==> config.mk <==
export PLATFORM = sky130hd
export DESIGN_NAME = pflash_frontend
export DESIGN_NICKNAME = d
export VERILOG_FILES = /design/src/rtl/pff_pkg.sv /design/src/rtl/pff_ctl_decode.sv /design/src/rtl/pff_sleep_timer.sv /design/src/rtl/pff_lane_steer.sv /design/src/rtl/pflash_frontend.sv
export SDC_FILE = /design/constraint.sdc
export NUM_CORES = 1
export LEC_CHECK = 0
export ABC_AREA = 1
export BUFFER_PORTS_ARGS = -buffer_cell sky130_fd_sc_hd__buf_4
export CAP_MARGIN = 20
export CORE_MARGIN = 1.5
export CORE_UTILIZATION = 45
export DETAILED_ROUTE_END_ITERATION = 7
export PLACE_DENSITY = 0.86
export SLEW_MARGIN = 20
export SYNTH_ARGS = -nofsm -noshare
export SYNTH_HDL_FRONTEND = slang
export SYNTH_SLANG_ARGS = --single-unit
export TNS_END_PERCENT = 20
==> constraint.sdc <==
create_clock -name clk -period 3.5 [get_ports clk]
set_input_delay 1.05 -clock clk [delete_from_list [all_inputs] [get_ports clk]]
set_output_delay 1.05 -clock clk [all_outputs]
set_load 0.01 [all_outputs]
==> src/rtl/pff_pkg.sv <==
package pff_pkg;

    localparam int DQ_W   = 16;
    localparam int BYTE_W = 8;

    // Decoded view of the control pins for one cycle.
    typedef struct packed {
        logic rd_en;      // read: lanes may be driven
        logic wr_en;      // write strobe toward the command logic
        logic byte_mode;  // narrow bus, lane 15 is an address input
    } bus_ctl_t;

    // Narrow the array word to the selected half when in byte mode.
    function automatic logic [DQ_W-1:0] steer_word(
        input logic [DQ_W-1:0] w,
        input logic            byte_mode,
        input logic            half_sel
    );
        if (!byte_mode)
            return w;
        return {{(DQ_W-BYTE_W){1'b0}}, half_sel ? w[DQ_W-1:BYTE_W] : w[BYTE_W-1:0]};
    endfunction

endpackage

==> src/rtl/pff_ctl_decode.sv <==
module pff_ctl_decode
    import pff_pkg::*;
(
    input  logic     rst,
    input  logic     ce_n,
    input  logic     oe_n,
    input  logic     we_n,
    input  logic     byte_n,
    output bus_ctl_t ctl
);

    always_comb begin
        ctl.rd_en     = !rst && !ce_n && !oe_n && we_n;
        ctl.wr_en     = !rst && !ce_n && !we_n && oe_n;
        ctl.byte_mode = !byte_n;
    end

endmodule

==> src/rtl/pff_sleep_timer.sv <==
module pff_sleep_timer #(
    parameter int KW        = 22,
    parameter int ACC_CYC   = 4,
    parameter int SLEEP_CYC = 7
) (
    input  logic          clk,
    input  logic          rst,
    input  logic [KW-1:0] key,
    output logic          load_ok,
    output logic          asleep
);

    localparam int CW = $clog2(SLEEP_CYC + 1);

    logic [KW-1:0] key_q;
    logic [CW-1:0] cnt_q;
    logic          same;

    assign same = (key == key_q);

    always_ff @(posedge clk) begin
        key_q <= key;
        if (rst)
            cnt_q <= '0;
        else if (!same)
            cnt_q <= '0;
        else if (cnt_q != CW'(SLEEP_CYC))
            cnt_q <= cnt_q + 1'b1;
    end

    assign asleep  = (cnt_q == CW'(SLEEP_CYC));
    assign load_ok = same && (cnt_q >= CW'(ACC_CYC)) && !asleep;

    // A new key while asleep must wake the block on the same edge.
    assert_wake_on_key_R9: assert property (@(posedge clk) disable iff (rst)
        (asleep && !same) |=> !asleep);

endmodule

==> src/rtl/pff_lane_steer.sv <==
module pff_lane_steer
    import pff_pkg::*;
(
    input  logic            clk,
    input  logic            rst,
    input  logic            rd_en,
    input  logic            byte_mode,
    input  logic            half_sel,
    input  logic            load_ok,
    input  logic            hold,
    input  logic [DQ_W-1:0] arr_rdata,
    output logic [DQ_W-1:0] dq_out,
    output logic [DQ_W-1:0] dq_oe
);

    logic [DQ_W-1:0] dat_q;

    always_ff @(posedge clk) begin
        if (rst)
            dat_q <= '0;
        else if (load_ok)
            dat_q <= steer_word(arr_rdata, byte_mode, half_sel);
    end

    assign dq_out = dat_q;

    for (genvar g = 0; g < DQ_W; g++) begin : g_lane
        if (g < BYTE_W) begin : g_low
            assign dq_oe[g] = rd_en;
        end else begin : g_high
            assign dq_oe[g] = rd_en & ~byte_mode;
        end
    end

    // Sleep freezes the latch.
    assert_sleep_latch_R8: assert property (@(posedge clk) disable iff (rst)
        hold |=> $stable(dat_q));

    // Upper lanes stay released on a narrow bus.
    assert_upper_quiet_R2: assert property (@(posedge clk) disable iff (rst)
        byte_mode |-> (dq_oe[DQ_W-1:BYTE_W] == '0));

endmodule

==> src/rtl/pflash_frontend.sv <==
module pflash_frontend
    import pff_pkg::*;
#(
    parameter int AW           = 20,
    parameter int ACC_CYC      = 4,
    parameter int SLEEP_MARGIN = 3
) (
    input  logic            clk,
    input  logic            rst,
    input  logic            ce_n,
    input  logic            oe_n,
    input  logic            we_n,
    input  logic            byte_n,
    input  logic [AW-1:0]   addr,
    input  logic [DQ_W-1:0] dq_in,
    output logic [DQ_W-1:0] dq_out,
    output logic [DQ_W-1:0] dq_oe,
    output logic [AW-1:0]   arr_addr,
    input  logic [DQ_W-1:0] arr_rdata,
    output logic            wr_strobe,
    output logic [DQ_W-1:0] wr_data,
    output logic            asleep
);

    localparam int KW        = AW + 2;
    localparam int SLEEP_CYC = ACC_CYC + SLEEP_MARGIN;

    bus_ctl_t      ctl;
    logic          half_sel;
    logic [KW-1:0] key;
    logic          load_ok;

    pff_ctl_decode u_dec (
        .rst    (rst),
        .ce_n   (ce_n),
        .oe_n   (oe_n),
        .we_n   (we_n),
        .byte_n (byte_n),
        .ctl    (ctl)
    );

    // Lane 15 carries the half-word bit only on a narrow bus.
    assign half_sel = ctl.byte_mode & dq_in[DQ_W-1];
    assign key      = {ctl.byte_mode, addr, half_sel};
    assign arr_addr = addr;

    pff_sleep_timer #(
        .KW        (KW),
        .ACC_CYC   (ACC_CYC),
        .SLEEP_CYC (SLEEP_CYC)
    ) u_tmr (
        .clk     (clk),
        .rst     (rst),
        .key     (key),
        .load_ok (load_ok),
        .asleep  (asleep)
    );

    pff_lane_steer u_steer (
        .clk       (clk),
        .rst       (rst),
        .rd_en     (ctl.rd_en),
        .byte_mode (ctl.byte_mode),
        .half_sel  (half_sel),
        .load_ok   (load_ok),
        .hold      (asleep),
        .arr_rdata (arr_rdata),
        .dq_out    (dq_out),
        .dq_oe     (dq_oe)
    );

    assign wr_strobe = ctl.wr_en;
    assign wr_data   = ctl.byte_mode ? {{(DQ_W-BYTE_W){1'b0}}, dq_in[BYTE_W-1:0]} : dq_in;

    // Lanes are never driven while a write is flagged.
    assert_write_no_drive_R5: assert property (@(posedge clk) disable iff (rst)
        wr_strobe |-> (dq_oe == '0));

    // Output enable high releases every lane.
    assert_oe_release_R4: assert property (@(posedge clk) disable iff (rst)
        oe_n |-> (dq_oe == '0));

    // Reset keeps the bus silent.
    always @(negedge clk) begin
        if (rst) begin
            assert_reset_quiet_R6: assert (dq_oe == '0 && !wr_strobe)
                else $error("bus active during reset");
        end
    end

endmodule

# Word-level counts from Yosys, hierarchy flattened
# Cells that the tools add are included.
dict set report classes {
  addsub 1
  multipliers 0
  div 0
  n_lt_le_gt_ge 1
  eq_ne 3
  shift 0
  n_mux 7
  bitwise_logic 3
  n_reduce_logical 14
}
# op n
set ops {}
lappend ops {{16-bit 2-to-1 mux} 3}
lappend ops {{22-bit equality test} 1}
lappend ops {{8-bit 2-to-1 mux} 1}
lappend ops {{1-bit logical AND} 7}
lappend ops {{1-bit logical NOT} 6}
lappend ops {{3-bit by 1-bit adder with 3-bit output, second input constant} 1}
lappend ops {{3-bit equality test, second input constant} 1}
lappend ops {{3-bit greater-or-equal comparator, second input constant} 1}
lappend ops {{1-bit 2-to-1 mux} 3}
lappend ops {{3-bit inequality test, second input constant} 1}
lappend ops {{1-bit AND} 2}
lappend ops {{2-bit OR reduction} 1}
lappend ops {{1-bit NOT} 1}
dict set report word_totals {
  ff_bits 41
  latch_bits 0
  ram_bits 0
  rom_bits 0
  inputBits 58
  out_inout_bits 70
  elab_cells 32
  n_memories 0
}

# Longest topological paths before layout
# Gate-level depths: netlist of run 1.
dict set report depth {
  word_depth 8
  depth_mapped 13
  depth_no_buf 11
}

# By module
# From an unflattened synthesis of run 1, not the netlist that was laid out.
dict set report hier_totals {
  hier_cells 320
  hier_area_um2 2193.4
}
# module instances cells_per_inst area_per_inst_um2 seq_area_each_um2
set by_module_without_submodules {}
lappend by_module_without_submodules {pff_sleep_timer 1 141 1018.5 500.5}
lappend by_module_without_submodules {pff_lane_steer 1 122 848.3 320.3}
lappend by_module_without_submodules {pflash_frontend 1 47 289.0 0.0}
lappend by_module_without_submodules {pff_ctl_decode 1 10 37.5 0.0}

# Worst setup path after synthesis of run 1
# Ideal clock, no wire load.
dict set report synth_timing {
  path_kind {input to output}
  from {input port rst}
  to {output port dq_oe[10]}
  arrival_ps 2458
  required_time_ps 2450
  path_slack_ps -8
  path_stages 3
  path_buffers 1
  path_cell_list {or2_2 -> nor4_1 -> buf_4}
}
dict set report synth_via {
  elab_chain_cells 5
}
# element line
set synth_rtl {}
lappend synth_rtl {{start, declared} pflash_frontend.sv:9} ;# input logic rst,
lappend synth_rtl {{1-bit logical NOT} pff_ctl_decode.sv:13} ;# ctl.rd_en = !rst && !ce_n && !oe_n && we_n;
lappend synth_rtl {{1-bit logical AND (3 in series)} pff_ctl_decode.sv:13}
lappend synth_rtl {{1-bit AND} n/a}
lappend synth_rtl {{end, declared} pflash_frontend.sv:17} ;# output logic [DQ_W-1:0] dq_oe,
# Every way passes these cells.

# Worst setup path after layout of run 1
dict set report layout_timing {
  from {input port rst}
  to {output port dq_oe[5]}
}
dict set report layout_via {
  elab_chain_cells 4
}
# element line
set layout_rtl {}
lappend layout_rtl {{1-bit logical NOT} pff_ctl_decode.sv:13}
lappend layout_rtl {{1-bit logical AND (3 in series)} pff_ctl_decode.sv:13}
# Every way passes these cells.

==> metrics.md, run 1 <==
| Metric | Value |
|---|---|
| CP top delay family | `simple AND/OR/NAND/NOR gates` |
| Critical Path End Type | `primary output` |
| Fin worst setup slack | `520 ps` |
| Fmax | `around 340 MHz` |
| Fin. Hold Viols | `0` |
| Core Box Area | `5140 µm²` |
| Top Ports | `128` |
| Final min period | `roughly 3000 ps` |
| Nets@finish | `505` |
| GRT overflow | `0` |
| Ys async rst share | `0%` |
| Lkg Pwr | `between 1.5 and 2 nW` |
| Post-cts repair resize count | `0` |
| CTS tree | `yes` |
| CTS Buffer Depth | `2` |
| Fraction of layout cells with a size suffix above 1 | `29.8%` |
| Filler Cells Inserted | `501` |
| Buf+Inv Stages, Crit Path | `3` |
| Rel. slew slack | `57.5%` |
| Skew-Pair Late Insertion Delay | `280 ps` |
| Status | `complete, no violations` |
| Crit share post-route | `85.1%` |
| Clock Skew | `6.44 ps` |
| Min-delay worst type | `reg -> reg` |
| IR drop worst, VDD | `0.216 mV` |
| Routed Antenna Nets | `0` |
| Vias in the first global route | `2012` |
| Final setup violation count | `0` |
| Initial DRC count | `65` |
| RD Place Congestion | `~0.91` |
| Worst path cell trace | `buf_4, or2_2, nor3_1, buf_4, buf_4` |
| Syn avg cell area | `6.40 µm²` |
| Area grow syn2layout | `28.7%` |
| Largest net degree at the start of global routing | `19` |
| Clock H-tree levels | `2` |
| Post-synth top area share | `between 30% and 40%` |
| WL final | `a little under 5000 µm` |
| Sequential fraction of the synthesis area | `roughly a third` |
| Vias per cell | `approximately 4.2` |
| Clk sink count | `41` |
| Total GRT Usage | `16.6%` |
| Most frequent cells after synthesis | `129 x nand2_1, 70 x inv_1, 47 x nor2_1` |
| Area leader, netlist | `dfxtp_1` |
| Root buffer cell | `clkbuf_8` |
| Ant diodes | `0` |
| Area taken by multi-input logic gates | `930 µm²` |
| Ys Warns | `0` |
| Area contributors post-synth | `dfxtp_1 34%, nand2_1 20%, buf_4 14%` |
| Crit path kind | `in -> out` |
| Max-cap violations | `0` |
| Worst EP required | `2450 ps` |
| Critical Path AT | `1930 ps` |
| Most frequent cell after synthesis | `nand2_1` |
| Global-route wire length before repair | `8050 µm` |
| Die area | `5780 µm²` |
| Net Count, Synth | `about 440` |
| Avg WL per Cell | `9.35 µm` |
| Predominant post-synthesis flop cell | `dfxtp_1` |
| Worst path most repeated cell | `buf_4` |
| DRC | `0` |
| Slowest stage cell, crit path | `or2_2` |
| Vias post-DR | `2184` |
| CTS Hold Bufs | `0` |
| Initial antenna violation count | `0` |
| Pins Over Slew Limit | `0` |
| Netlist cell types | `26` |
| Die height | `76.0 µm` |
| Cells after synthesis | `375` |
| Reg clk slew, reported paths | `80 ps` |
| RSZ-0062 raised after global routing | `no` |
| Hpwl dp | `3960 µm` |
| Post-CTS setup repair buffer count | `0` |
| Pwr/cell area | `roughly 340 nW/µm²` |
| Slew at the pin closest to its max-slew limit | `between 600 and 700 ps` |
| Buffers on Ports | `111` |
| Initial core utilization | `46.7%` |
| Storage cell area | `between 800 and 900 µm²` |
| Count of flip-flops with a built-in enable after synthesis | `0` |
| Setup TNS | `0 ps` |
| Die Wd | `76.0 µm` |
| CP peak stage delay | `320 ps` |
| Pre-CTS setup slack | `520 ps` |
| Post-Syn Area | `2400 µm²` |
| Drt pass-1 iters | `4` |
| FF+latch count, synth | `slightly above 40` |
| CTS Buf Count | `5` |
| CP startpoint kind | `primary input` |
| Rows | `26` |
| Critical Path Fanout Max | `8` |
==> power by group <==
part           internal (mW)  switching (mW)
clock network          0.232           0.149
logic                 0.0889          0.0870
registers              0.480         0.00650
total                  0.801           0.242
==> worst register-to-register path, delay by kind of cell, from the launching register on <==
family,cells,cell delay (ps)
buffers and inverters,2,370
DFF,1,320
adders and majority gates,2,440
and+or+nand+nor,5,750
==> sequential cells by signal (all words and copies together), names as in the netlist <==
name and count:
u_tmr.cnt_q 3, u_tmr.key_q 22, u_steer.dq_out 16
==> layer usage <==
layer | up-vias | GRT usage, % | share of wire (%)
met5 | - | 0 | 0
met4 | 0 | 6.11 | 1.7
met3 | 10 | 3.83 | 6.1
met2 | 68 | 31.2 | 51
met1 | 931 | 18.0 | 41
li1 | 1175 | - | -
==> placed cells by master, fill, tap and decap left out <==
| master | instances |
|---|---|
| xor2_1 | 5 |
| clkbuf_8 | 6 |
| or2_2 | 1 |
| nor4_2 | 1 |
| bufinv_16 | 1 |
| nor2_2 | 1 |
| nand4_1 | 10 |
| nand2_2 | 2 |
| inv_2 | 1 |
| nand3_2 | 2 |
| inv_1 | 70 |
| buf_4 | 113 |
| xnor2_1 | 1 |
| clkbuf_1 | 1 |
| clkinv_1 | 2 |
| nor2_4 | 2 |
| nand2_1 | 129 |
| nand3_1 | 2 |
| nand2_4 | 1 |
| dfxtp_1 | 41 |
| nand4_2 | 1 |
| inv_8 | 1 |
| a21oi_1 | 2 |
| nor2_1 | 47 |
| ha_1 | 2 |
| nor3_1 | 1 |
==> cells by family after synthesis <==
| logic type | Yosys count | share of synthesized area [%] |
|---|---|---|
| simple gates | 200 | 34.8 |
| buf+inv | 124 | 27.3 |
| flops | 41 | 34.2 |
| xor+xnor | 6 | 2.19 |
| compound gates | 2 | 0.417 |
| fa+ha+maj | 2 | 1.04 |
==> final cells by class <==
cell class                 count  share of cell area [%]
inverter                      74                    9.24
multi-input combinational    210                    30.1
timing repair buffer         113                    27.5
clock inverter                 1                   0.972
sequential                    41                    26.6
tap                           70                    2.84
clock buffer                   7                    2.80
==> metrics by stage <==
stage	total power, mW	hold slack, ps	area, µm²	util (%)	instances
6_report	1.04	488	3090	60.1	516
5_1_grt	1.09	515	3090	60.1	516
4_1_cts	1.06	488	3090	60.1	516
3_5_place_dp	0.675	477	2970	57.8	508
3_3_place_gp	0.669	456	2970	57.8	508
2_1_floorplan	0.609	446	2410	-	375
==> final timing paths <==
check,cells after the start,slack (ps),startpoint,endpoint
min reg2reg,2,490,u_steer.dq_out[7],u_steer.dq_out[7]
max,5,520,rst,dq_oe[5]
min,2,490,u_steer.dq_out[7],u_steer.dq_out[7]
max reg2reg,9,1560,u_tmr.cnt_q[0],u_steer.dq_out[9]
No activity file was read; power rests on OpenSTA's default activity.
==> run 2: changes to the inputs <==
--- a/config.mk
+++ b/config.mk
@@ -8,10 +8,12 @@
 export ABC_AREA = 1
 export BUFFER_PORTS_ARGS = -buffer_cell sky130_fd_sc_hd__buf_4
 export CAP_MARGIN = 20
-export CORE_MARGIN = 1.5
+export CORE_MARGIN = 3
 export CORE_UTILIZATION = 45
+export CTS_CLUSTER_DIAMETER = 120
 export DETAILED_ROUTE_END_ITERATION = 7
 export PLACE_DENSITY = 0.86
+export RECOVER_POWER = 100
 export SLEW_MARGIN = 20
 export SYNTH_ARGS = -nofsm -noshare
 export SYNTH_HDL_FRONTEND = slang
==> run 2 against run 1 <==
  * Via count down 0.23%
  * Register-to-register slack lost 170 ps
  * Wire length grew 10%
  * Fmax decreased by 5.5%
  * First-iteration DRC count increased by 15%
  * Non-clock buffer count unchanged
  * Sequential cell count did not move
  * Critical path depth unchanged
  * Core utilization decreased by 4.1 points
==> metrics.md, run 2 (synthesis gave the netlist of run 1 again) <==
| Metric | Value |
|---|---|
| Rows | `25 (-3.8%)` |
| Ant diodes | `0 (unchanged)` |
| Critical Path End Type | `primary output` |
| WP depth | `5 (unchanged)` |
| Vias in the first global route | `2142 (+6.5%)` |
| R2R Path End | `u_steer.dq_out[12]` |
| RSZ-0062 raised after global routing | `no` |
| Pwr/cell area | `352 nW/µm² (+4.3%)` |
| Crit path kind | `in -> out` |
| CTS tree | `yes` |
| CP top delay family | `buffers and inverters` |
| Die height | `79.0 µm (+3.9%)` |
| Slowest stage cell, crit path | `nor4_2` |
| Commonest non-fill, non-tap cell in the layout | `nand2_1` |
| Largest net degree at the start of global routing | `19 (unchanged)` |
| Worst R2R Setup Slack | `1390 ps (-170 ps)` |
| Vias post-DR | `2179 (-0.23%)` |
| Global-route wire length before repair | `9000 µm (+12%)` |
| Skew-Pair Late Insertion Delay | `290 ps (about the same)` |
| Worst path cell trace | `buf_4, clkinvlp_2, nor4_2, buf_4, buf_4` |
| Post-DP Area | `2970 µm² (-0.13%)` |
| R2R Path Start | `u_tmr.cnt_q[0]` |
| Max FFs per register | `22 (unchanged)` |
| Total GRT Usage | `17.8% (+1.3 points)` |
| CTS Hold Bufs | `0 (unchanged)` |
| Root buffer cell | `clkbuf_8` |
| Commonest cells after routing, fill and taps aside | `131 x nand2_1, 74 x clkbuf_1, 70 x inv_1, 47 x nor2_1, 41 x dfxtp_1` |
| Worst r2r path cells | `8 (-1)` |
| Clock H-tree levels | `2 (unchanged)` |
| Worst EP required | `2450 ps (about the same)` |
| End-of-flow core utilization | `56.0% (-4.1 points)` |
| Buf+Inv Stages, Crit Path | `4 (+1)` |
| Clk sink count | `41 (unchanged)` |
| Buffers on Ports | `111 (unchanged)` |
| Lkg Pwr | `1.58 nW (-16%)` |
| CP startpoint kind | `primary input` |
| Min-delay worst type | `reg -> reg` |
| Crit. Startpoint | `byte_n` |
| DRC | `0 (unchanged)` |
| RD Place Congestion | `0.875 (-4.0%)` |
| Biggest register | `u_tmr.key_q` |
| Area grow syn2layout | `15.4%` |
| Post-CTS setup repair buffer count | `0 (unchanged)` |
| Final min period | `3150 ps (+173 ps)` |
| Crit share post-route | `90.1% (+4.9 points)` |
| Filler Cells Inserted | `561 (+12%)` |
| Die area | `6240 µm² (+8.0%)` |
| Top Ports | `128 (unchanged)` |
| WL final | `5320 µm (+10%)` |
| Final setup violation count | `0 (unchanged)` |
| Clock Skew | `6.69 ps (+0.253 ps)` |
| Crit path capture | `dq_oe[15]` |
| Core Box Area | `4940 µm² (-3.8%)` |
| Initial antenna violation count | `0 (unchanged)` |
| Critical Path AT | `2100 ps (+170 ps)` |
| Fin worst setup slack | `347 ps (-173 ps)` |
| Hpwl dp | `4310 µm (+9.0%)` |
| Vias per cell | `4.25 (+0.35%)` |
| Die Wd | `79.0 µm (+3.9%)` |
| Status | `complete, no violations` |
| Nets@finish | `505 (unchanged)` |
| Fraction of layout cells with a size suffix above 1 | `12.8% (-17 points)` |
| GRT overflow | `0 (unchanged)` |
| Max-cap violations | `0 (unchanged)` |
| Slew at the pin closest to its max-slew limit | `660 ps (+24.5 ps)` |
| CTS Buffer Depth | `2 (unchanged)` |
| Fmax | `317 MHz (-5.5%)` |
| Pre-CTS setup slack | `513 ps (-6.98 ps)` |
| Worst path most repeated cell | `buf_4` |
| Final instance area | `2770 µm² (-10%)` |
| Pins Over Slew Limit | `0 (unchanged)` |
| CP peak stage delay | `290 ps (-30 ps)` |
| Post-cts repair resize count | `0 (unchanged)` |
| Drt pass-1 iters | `4 (unchanged)` |
| IR drop worst, VDD | `0.220 mV (+2.2%)` |
| Startpoint of the worst hold path | `u_tmr.cnt_q[1]` |
| Fin. Hold Viols | `0 (unchanged)` |
| Avg WL per Cell | `10.4 µm (+11%)` |
| CTS Buf Count | `5 (unchanged)` |
| Reg clk slew, reported paths | `70 ps (about the same)` |
| Initial DRC count | `75 (+15%)` |
| Critical Path Fanout Max | `18 (+10)` |
| Setup TNS | `0 ps (unchanged)` |
| Rel. slew slack | `55.8% (-1.6 points)` |
| Initial core utilization | `48.6% (+1.9 points)` |
| Routed Antenna Nets | `0 (unchanged)` |
-- run 2: worst register-to-register path, delay by kind of cell, from the launching register on --
| kind | cells | cell delay (ps) |
|---|---|---|
| simple gates | 4 | 860 |
| fa+ha+maj | 2 | 440 |
| flops | 1 | 320 |
| buf+inv | 2 | 380 |
-- run 2: worst min-delay path by stage --
stage	endpoint	cells after the start	slack [ps]
floorplan	u_tmr.cnt_q[1]	2	450
global placement	u_tmr.cnt_q[1]	2	460
detailed placement	u_tmr.cnt_q[1]	2	470
CTS	u_tmr.cnt_q[1]	2	480
global route	u_steer.dq_out[0]	2	510
finish	u_tmr.cnt_q[1]	2	480
-- run 2: through the flow --
step,total power [mW],hold WS [ps],instances
2_1_floorplan,0.609,446,375
3_3_place_gp,0.669,455,505
3_5_place_dp,0.674,469,505
4_1_cts,1.02,480,513
5_1_grt,1.04,507,513
6_report,0.976,478,513
-- run 2: power by group --
| group | total [mW] | switching, mW | internal [mW] |
|---|---|---|---|
| clock network | 0.342 | 0.164 | 0.178 |
| logic | 0.148 | 0.0852 | 0.0627 |
| registers | 0.486 | 0.00646 | 0.480 |
-- run 2: layout make-up --
cell class              instances  area [µm²]  share of cell area, %
clock inverters                 1        5.00                  0.181
multi-input cells             210         913                   33.0
well taps                      67        83.8                   3.03
repair buffers                113         571                   20.6
flip-flops and latches         41         821                   29.6
clock buffers                   7        96.3                   3.48
inverters                      74         279                   10.1
-- run 2: metal layers --
layer	part of all wire (%)	routed length, µm	track usage, %	vias up
li1	-	-	-	1176
met1	41	2170	19.6	926
met2	51	2710	32.6	68
met3	6.8	363	5.22	9
met4	1.4	75	5.67	0
met5	0	0	0	-
==> run 3: changes to the inputs <==
--- a/config.mk
+++ b/config.mk
@@ -9,10 +9,10 @@
 export BUFFER_PORTS_ARGS = -buffer_cell sky130_fd_sc_hd__buf_4
 export CAP_MARGIN = 20
 export CORE_MARGIN = 3
-export CORE_UTILIZATION = 45
+export CORE_UTILIZATION = 35
 export CTS_CLUSTER_DIAMETER = 120
 export DETAILED_ROUTE_END_ITERATION = 7
-export PLACE_DENSITY = 0.86
+export PLACE_DENSITY = 0.71
 export RECOVER_POWER = 100
 export SLEW_MARGIN = 20
 export SYNTH_ARGS = -nofsm -noshare
==> run 3 against run 2 <==
  * Worst setup slack better by 3.3 ps
  * Wire length decreased by 2.8%
  * Cell area increased by 0.45%
  * Sequential cell count stayed put
  * Final cell count grew 1.9%
  * Via count is 2.9% lower
  * Largest power group unchanged
==> metrics.md, run 3 (synthesis gave the netlist of run 1 again) <==
| Metric | Value |
|---|---|
| Worst r2r path cells | `8 (unchanged)` |
| Internal power | `0.721 mW (about the same)` |
| Critical Path Fanout Max | `18 (unchanged)` |
| Commonest non-fill, non-tap cell in the layout | `nand2_1` |
| Post-CTS setup repair buffer count | `0 (unchanged)` |
| Area grow syn2layout | `15.9%` |
| CTS Buffer Depth | `2 (unchanged)` |
| Die Wd | `88.8 µm (+12%)` |
| Fmax | `318 MHz (+0.10%)` |
| Vias in the first global route | `1985 (-7.3%)` |
| Core Box Area | `6490 µm² (+31%)` |
| Initial antenna violation count | `0 (unchanged)` |
| Rel. slew slack | `59.4% (+3.6 points)` |
| Fraction of layout cells with a size suffix above 1 | `12.8% (unchanged)` |
| Critical Path AT | `2100 ps (about the same)` |
| Final setup violation count | `0 (unchanged)` |
| CP top delay family | `buffers and inverters` |
| Dpl cells | `515 (+2.0%)` |
| Skew-Pair Late Insertion Delay | `290 ps (about the same)` |
| Hpwl dp | `4330 µm (+0.44%)` |
| Largest net degree at the start of global routing | `19 (unchanged)` |
| GRT overflow | `0 (unchanged)` |
| Switching share of power | `25.7% (-0.49 points)` |
| Routed Antenna Nets | `0 (unchanged)` |
| Worst path most repeated cell | `buf_4` |
| Clk sink count | `41 (unchanged)` |
| RD Place Congestion | `0.778 (-11%)` |
| Worst R2R Setup Slack | `1400 ps (about the same)` |
| Post-cts repair resize count | `0 (unchanged)` |
| Root buffer cell | `clkbuf_8` |
| Crit path capture | `dq_oe[8]` |
| Area taken by multi-input logic gates | `913 µm² (unchanged)` |
| Fin worst setup slack | `351 ps (+3.27 ps)` |
| Vias per cell | `4.04 (-4.8%)` |
| Pwr Total | `0.970 mW (-0.66%)` |
| Slew at the pin closest to its max-slew limit | `606 ps (-54.0 ps)` |
| Pins Over Slew Limit | `0 (unchanged)` |
| Slowest stage cell, crit path | `nor4_2` |
| Reg clk slew, reported paths | `70 ps (about the same)` |
| Storage cell area | `821 µm² (unchanged)` |
| Total GRT Usage | `12.9% (-4.9 points)` |
| Biggest register | `u_tmr.key_q` |
| Net Sw Power | `0.249 mW (-2.5%)` |
| Crit path kind | `in -> out` |
| Avg WL per Cell | `9.89 µm (-4.7%)` |
| RSZ-0062 raised after global routing | `no` |
| Drt pass-1 iters | `4 (unchanged)` |
| Sequential power share | `50.1% (+0.3 points)` |
| Vias post-DR | `2115 (-2.9%)` |
| Critical Path End Type | `primary output` |
| Buf+Inv Stages, Crit Path | `4 (unchanged)` |
| CP peak stage delay | `290 ps (about the same)` |
| Non-filler cells, final | `523 (+1.9%)` |
| Worst EP required | `2450 ps (about the same)` |
| DRC | `0 (unchanged)` |
| Initial core utilization | `36.9% (-12 points)` |
| CTS Hold Bufs | `0 (unchanged)` |
| Clock Skew | `6.03 ps (-0.667 ps)` |
| WP depth | `5 (unchanged)` |
| Die height | `88.8 µm (+12%)` |
| Commonest cells after routing, fill and taps aside | `131 x nand2_1, 74 x clkbuf_1, 70 x inv_1, 47 x nor2_1, 41 x dfxtp_1` |
| Lkg Pwr | `1.58 nW (unchanged)` |
| WL final | `5170 µm (-2.8%)` |
| CP startpoint kind | `primary input` |
| Fin. Hold Viols | `0 (unchanged)` |
| Nets@finish | `505 (unchanged)` |
| R2R Path End | `u_steer.dq_out[12]` |
| Crit. Startpoint | `byte_n` |
| Filler Cells Inserted | `731 (+30%)` |
| Worst path cell trace | `buf_4, clkinvlp_2, nor4_2, buf_4, buf_4` |
| Comb pwr share | `15.2% (about the same)` |
| Initial DRC count | `50 (-33%)` |
| Rows | `29 (+16%)` |
| Ant diodes | `0 (unchanged)` |
| Clock power frac | `34.6% (-0.4 points)` |
| Max FFs per register | `22 (unchanged)` |
| CTS Buf Count | `5 (unchanged)` |
| Status | `complete, no violations` |
| Max-cap violations | `0 (unchanged)` |
| Buffers on Ports | `111 (unchanged)` |
| Clock H-tree levels | `2 (unchanged)` |
| Final min period | `3150 ps (-3.27 ps)` |
| Pwr/cell area | `349 nW/µm² (-1.1%)` |
| Setup TNS | `0 ps (unchanged)` |
| R2R Path Start | `u_tmr.cnt_q[0]` |
| Pre-CTS setup slack | `521 ps (+8.49 ps)` |
| Crit share post-route | `90.0% (-0.093 points)` |
| Die area | `7890 µm² (+26%)` |
| CTS tree | `yes` |
| Top Ports | `128 (unchanged)` |
| IR drop worst, VDD | `0.166 mV (-25%)` |
| Global-route wire length before repair | `8090 µm (-10%)` |
| Min-delay worst type | `reg -> reg` |
-- run 3: cell counts in the layout (fill, tap and decap cells not counted) --
No cell type changed its count.
-- run 3: through the flow --
| step | cell area (µm²) | util (%) | hold slack (ps) |
|---|---|---|---|
| global route | 2780 | 42.8 | 520 |
| CTS | 3080 | 47.4 | 491 |
| floorplan | 2410 | - | 446 |
| detailed placement | 2980 | 45.9 | 473 |
| global placement | 2980 | 45.9 | 456 |
| finish | 2780 | 42.8 | 483 |
-- run 3: tightest hold or removal path, stage by stage (launching register included) --
cell and delay [ps]:
dfxtp_1 330, nor2_1 50, nor2_1 80
-- run 3: cell type report --
class                   instances  area share (%)
inverters                      74            10.0
repair buffers                113            20.5
well taps                      77            3.46
flip-flops and latches         41            29.5
clock buffers                   7            3.46
clock inverters                 1           0.180
multi-input cells             210            32.8
-- run 3: how the worst min path moves through the flow --
stage                   endpoint  slack [ps]  depth (start not counted)               from
2_1_floorplan     u_tmr.cnt_q[1]         450                          2     u_tmr.cnt_q[1]
3_3_place_gp      u_tmr.cnt_q[1]         460                          2     u_tmr.cnt_q[1]
3_5_place_dp   u_steer.dq_out[3]         470                          2  u_steer.dq_out[3]
4_1_cts           u_tmr.cnt_q[2]         490                          2     u_tmr.cnt_q[2]
5_1_grt           u_tmr.cnt_q[1]         520                          2     u_tmr.cnt_q[1]
6_report       u_steer.dq_out[3]         480                          2  u_steer.dq_out[3]
-- run 3: per-layer routing --
metal | up-vias | global-route usage, % | part of all wire (%)
li1 | 1178 | - | -
met1 | 870 | 15.0 | 42
met2 | 62 | 23.1 | 49
met3 | 5 | 3.72 | 7.7
met4 | 0 | 3.30 | 0.91
met5 | - | 0 | 0
-- run 3: power by group through the flow --
stage	clock network [mW]	logic [mW]	registers (mW)
final	0.336	0.148	0.486
after floorplan	0	0.113	0.496
after detailed placement	0	0.178	0.497
after global placement	0	0.174	0.496
after global routing	0.369	0.171	0.488
after CTS	0.355	0.178	0.486
